File: config.mk
export PLATFORM = sky130hd
export DESIGN_NAME = lcd_frame_clkgen
export DESIGN_NICKNAME = d
export VERILOG_FILES = /design/src/rtl/lfc_pkg.sv /design/src/rtl/lfc_regs.sv /design/src/rtl/lfc_prescaler.sv /design/src/rtl/lfc_divider.sv /design/src/rtl/lcd_frame_clkgen.sv
export SDC_FILE = /design/constraint.sdc
export NUM_CORES = 1
export LEC_CHECK = 0
export ABC_AREA = 1
export CAP_MARGIN = 20
export CORE_MARGIN = 5
export CORE_UTILIZATION = 47
export CTS_BUF_LIST = sky130_fd_sc_hd__clkbuf_16
export CTS_CLUSTER_DIAMETER = 30
export CTS_CLUSTER_SIZE = 8
export DETAILED_ROUTE_END_ITERATION = 7
export DONT_BUFFER_PORTS = 1
export REMOVE_ABC_BUFFERS = 1
export SLEW_MARGIN = 20
export SYNTH_ARGS = -nofsm -noshare
export SYNTH_HDL_FRONTEND = slang
export SYNTH_SLANG_ARGS = --single-unit
File: constraint.sdc
create_clock -name clk_slow -period 3.4 [get_ports clk_slow]
set_input_delay 0 -clock clk_slow [delete_from_list [all_inputs] [get_ports clk_slow]]
set_output_delay 0 -clock clk_slow [all_outputs]
set_load 0.02 [all_outputs]
File: src/rtl/lfc_pkg.sv
package lfc_pkg;
  localparam int CODE_W   = 3;
  localparam int PRE_BASE = 3;                               // smallest prescale is 2^PRE_BASE
  localparam int PCNT_W   = PRE_BASE + (1 << CODE_W) - 1;    // holds 2^(max code+PRE_BASE)-1
  localparam int PRESC_LSB = 0;
  localparam int DIV_LSB   = 8;

  typedef struct packed {
    logic [CODE_W-1:0] div;
    logic [CODE_W-1:0] presc;
  } rate_cfg_t;
endpackage

File: src/rtl/lfc_regs.sv
module lfc_regs
  import lfc_pkg::*;
#(
  parameter int ADDR_W = 8,
  parameter int DATA_W = 32,
  parameter logic [ADDR_W-1:0] CFG_OFF = 8'h08
) (
  input  logic              clk,
  input  logic              rst_n,
  input  logic [ADDR_W-1:0] addr,
  input  logic              we,
  input  logic [DATA_W-1:0] wdata,
  input  logic              wp_lock,
  input  logic              frz_lock,
  input  logic              frame_start,
  output rate_cfg_t         active_q,
  output logic [DATA_W-1:0] rdata,
  output logic              lock_err_q
);
  rate_cfg_t shadow_q;
  logic hit, locked, accept;

  assign hit    = we && (addr == CFG_OFF);
  assign locked = wp_lock || frz_lock;
  assign accept = hit && !locked;

  wire unused_wdata = ^wdata;

  always_ff @(posedge clk or negedge rst_n) begin
    if (!rst_n) begin
      shadow_q   <= '0;
      active_q   <= '0;
      lock_err_q <= 1'b0;
    end else begin
      lock_err_q <= hit && locked;
      if (frame_start) active_q <= shadow_q;
      if (accept) begin
        shadow_q.presc <= wdata[PRESC_LSB +: CODE_W];
        shadow_q.div   <= wdata[DIV_LSB +: CODE_W];
      end
    end
  end

  always_comb begin
    rdata = '0;
    if (addr == CFG_OFF) begin
      rdata[PRESC_LSB +: CODE_W] = shadow_q.presc;
      rdata[DIV_LSB +: CODE_W]   = shadow_q.div;
    end
  end


  active_hold_chk: assert property (@(posedge clk) disable iff (!rst_n)
    !frame_start |=> $stable(active_q));

  locked_no_write_chk: assert property (@(posedge clk) disable iff (!rst_n)
    lock_err_q |-> $stable(shadow_q));

  other_off_chk: assert property (@(posedge clk) disable iff (!rst_n)
    (we && addr != CFG_OFF) |=> ($stable(shadow_q) && !lock_err_q));
endmodule

File: src/rtl/lfc_prescaler.sv
module lfc_prescaler
  import lfc_pkg::*;
(
  input  logic              clk,
  input  logic              rst_n,
  input  logic              restart,
  input  logic [CODE_W-1:0] code,
  output logic              pre_tick
);
  logic [PCNT_W-1:0] pcnt, lim;

  always_comb lim = PCNT_W'((32'd1 << (32'(code) + PRE_BASE)) - 32'd1);
  assign pre_tick = (pcnt == lim);

  always_ff @(posedge clk or negedge rst_n) begin
    if (!rst_n)        pcnt <= '0;
    else if (restart)  pcnt <= '0;
    else if (pre_tick) pcnt <= '0;
    else               pcnt <= pcnt + 1'b1;
  end


  pcnt_range_chk: assert property (@(posedge clk) disable iff (!rst_n)
    pcnt <= lim);
endmodule

File: src/rtl/lfc_divider.sv
module lfc_divider
  import lfc_pkg::*;
(
  input  logic              clk,
  input  logic              rst_n,
  input  logic              restart,
  input  logic              pre_tick,
  input  logic [CODE_W-1:0] code,
  output logic              tick
);
  logic [CODE_W-1:0] dcnt;

  assign tick = pre_tick && (dcnt == code);

  always_ff @(posedge clk or negedge rst_n) begin
    if (!rst_n)        dcnt <= '0;
    else if (restart)  dcnt <= '0;
    else if (pre_tick) dcnt <= (dcnt == code) ? '0 : dcnt + 1'b1;
  end


  div_range_chk: assert property (@(posedge clk) disable iff (!rst_n)
    dcnt <= code);
endmodule

File: src/rtl/lcd_frame_clkgen.sv
module lcd_frame_clkgen
  import lfc_pkg::*;
#(
  parameter int ADDR_W = 8,
  parameter int DATA_W = 32,
  parameter logic [ADDR_W-1:0] CFG_OFF = 8'h08
) (
  input  logic              clk_slow,
  input  logic              rst_n,
  input  logic [ADDR_W-1:0] reg_addr,
  input  logic              reg_we,
  input  logic [DATA_W-1:0] reg_wdata,
  output logic [DATA_W-1:0] reg_rdata,
  input  logic              wr_protect,
  input  logic              cfg_frozen,
  input  logic              frame_start,
  output logic              rate_tick,
  output logic              lock_err
);
  rate_cfg_t active;
  logic pre_tick;

  lfc_regs #(.ADDR_W(ADDR_W), .DATA_W(DATA_W), .CFG_OFF(CFG_OFF)) u_regs (
    .clk(clk_slow), .rst_n(rst_n), .addr(reg_addr), .we(reg_we), .wdata(reg_wdata),
    .wp_lock(wr_protect), .frz_lock(cfg_frozen), .frame_start(frame_start),
    .active_q(active), .rdata(reg_rdata), .lock_err_q(lock_err));

  lfc_prescaler u_pre (
    .clk(clk_slow), .rst_n(rst_n), .restart(frame_start),
    .code(active.presc), .pre_tick(pre_tick));

  lfc_divider u_div (
    .clk(clk_slow), .rst_n(rst_n), .restart(frame_start), .pre_tick(pre_tick),
    .code(active.div), .tick(rate_tick));


  tick_single_chk: assert property (@(posedge clk_slow) disable iff (!rst_n)
    rate_tick |=> !rate_tick);

  err_single_chk: assert property (@(posedge clk_slow) disable iff (!rst_n)
    lock_err |=> !lock_err);
endmodule

==> impl_metrics.ini <==
[timing]
rsz0062_at_grt = no
period_needed_ns = 1.73
final.setup.worst_slack_ns = 1.67
drv_slew = 0
final_hold_viol_count = 0
max_freq_ghz = 0.578
setup_tns_ns = 0
clock-skew-final_ns = 0.00126
finalSetupViolCount = 0
period_share_pct = 50.9

[logic_synthesis]
ys_top_cells_by_count = nand2_1 (53), inv_1 (31), nor2_1 (29), buf_4 (28), dfrtp_1 (26)
synth_ff_type = dfrtp_1
yosysTopAreaCell = dfrtp_1
syn_inst = 220
synth_edf_count = 0
ys_warn_count = 0
async_flop_share_pct = 100
synth_area_per_cell_um2 = 7.37
synth_area_mm2 = 0.00162
yosysMostFrequentCell = nand2_1
synth_seq_area_share_pct = 40.2
synth-seq-cells = 26
synth.area.top_cells = dfrtp_1 (40%), buf_4 (13%), nand2_1 (12%)
yosysUniqueCellTypes = 25
synth_top_area_share_pct = 40.2

[power_and_ir_drop]
swShare_pct = 23.5
clock_power_share_pct = 40.0
power_switching_mw = 0.150
comb_power_share_pct = 9.9
p_leak_nw = 0.875
seqPwrFrac_pct = 50.2
p_per_area_mw_per_mm2 = 362
p_int_mw = 0.486
ir_drop_v = 0.000180

[hold_path]
hp-class = primary input to register

[clock_network]
post_cts_resized = 0
cts_tree = built
cts_setup_buffers = 0
htree_levels = 1
cts_buffer_depth = 2
clkLatencyLatePin_ns = 0.25
numCtsBuffers = 3
cts-root-buf = clkbuf_16
clk_pin_slew_worst_paths_ns = 0.06
cts_hold_buf = 12
cts_sinks = 26

[global_routing]
grt_pass1_vias = 1219
antenna_found_initial = 0
track_usage_pct = 14.2
grt-ovfl-total = 0
grt_max_degree = 27
grt_first_pass_wirelength_mm = 5.06

[run]
maxCapViolCount = 0

[placed_design]
place_inst = 261
dp_slack_ns = 1.95
place_hpwl_mm = 2.17
gp_congestion = 0.788
io_buffers = 0

[routing]
drtIter0Drc = 32
routed_wl_mm = 2.95
dr.pass1.iters = 4
remaining_drc_errors = 0
dr_total_vias = 1244
wl_per_cell_um = 10.7
drt.antenna.violating_nets = 0
drt-vias-per-instance = 4.51

[die]
rows = 21
ios = 80
die_y_um = 68.7
design.core.area_mm2 = 0.00334
die_w_um = 68.7
die_area_mm2 = 0.00472
initial_core_util_pct = 48.6

[critical_path]
cp-end-kind = output pin
arrival_ns = 1.73
crit_type = register to output pin
crit_fanout = 8
rrSetupSlack_ns = 1.95
cp.required_ns = 3.40
cp-start-kind = register

[final_layout]
synthToLayoutAreaGrowth_pct = 8.49
final_layout_size_suffix_gt1_share_pct = 4.78
antenna_cells = 0
num-nets-final = 280
layoutNonFillerInstCount = 276
fillers = 328

[outcome]
status = finished, final reports clean
## through the flow
step | cell area (µm²) | hold WS, ns | power, mW | util (%)
after floorplan | 1500 | -0.296 | 0.364 | -
after global placement | 1550 | -0.295 | 0.368 | 46.5
after detailed placement | 1550 | -0.295 | 0.368 | 46.5
after CTS | 1760 | 0.0525 | 0.641 | 52.7
after global routing | 1760 | 0.0723 | 0.659 | 52.7
final | 1760 | 0.0438 | 0.636 | 52.7
## power groups by stage
stage | logic, mW | clock network (mW) | registers [mW]
floorplan | 0.0405 | 0 | 0.324
global placement | 0.0431 | 0 | 0.324
finish | 0.0628 | 0.254 | 0.319
global route | 0.0726 | 0.267 | 0.319
CTS | 0.0622 | 0.260 | 0.319
detailed placement | 0.0435 | 0 | 0.325
## final cells by class
cell class | instances | area [µm²] | area share (%)
multi-input combinational | 157 | 724 | 41.2
timing repair buffer | 12 | 130 | 7.40
tap | 46 | 57.6 | 3.27
sequential | 26 | 651 | 37.0
inverter | 32 | 120 | 6.83
clock buffer | 3 | 75.1 | 4.27
## flip-flops by register name (all words and copies together) (netlist names)
signal and count:
u_pre.pcnt 10, u_regs.shadow_q 6, u_regs.lock_err_q 1, u_regs.active_q 6
u_div.dcnt 3
## per-layer routing
layer / GRT usage [%] / vias up / share of wire [%]
met5: 0 / - / 0
met4: 5.11 / 0 / 1.2
met3: 1.46 / 2 / 6.9
met2: 25.5 / 45 / 48
met1: 17.4 / 555 / 43
li1: - / 642 / -
## layout by cell type, fill, tap and decap left out, drive strengths merged
cell / n
dlygate4sd3: 11
conb: 26
nand2: 55
inv: 32
ha: 2
buf: 1
clkbuf: 3
o21bai: 1
o21ai: 14
a21oi: 1
nand3b: 1
nor2: 30
nand3: 14
xnor2: 1
dfrtp: 26
xor2: 6
nor3: 2
nand4: 4
## worst paths after layout
kind,to,from,depth (start not counted)
max,rate_tick,u_regs.active_q[1]$_DFFE_PN0P_,8
min,u_regs.active_q[4]$_DFFE_PN0P_,frame_start,3
max reg2reg,u_pre.pcnt[9]$_DFF_PN0_,u_regs.active_q[1]$_DFFE_PN0P_,9
min reg2reg,u_pre.pcnt[0]$_DFF_PN0_,u_pre.pcnt[0]$_DFF_PN0_,1
max in group asynchronous,u_regs.shadow_q[1]$_DFFE_PN0P_,rst_n,2
min in group asynchronous,u_pre.pcnt[5]$_DFF_PN0_,rst_n,2
## logic make-up after synthesis
group | Yosys count | share of synthesized area [%]
AND/OR/NAND/NOR | 106 | 28.0
buffers and inverters | 62 | 20.9
flip-flops | 26 | 40.2
AO/OA/AOI/OAI | 16 | 5.33
XOR/XNOR | 7 | 3.78
adder cells (fa/ha/maj) | 2 | 1.54
other | 1 | 0.231
## critical path, stage by stage, from the launching register on
cell,delay (ns)
dfrtp_1,0.49
inv_2,0.09
nand2_1,0.10
nand2_1,0.05
nand2_1,0.08
nand2_1,0.06
nor2_1,0.11
nand3_2,0.14
nor2_1,0.35
(Power assumes the default switching activity.)
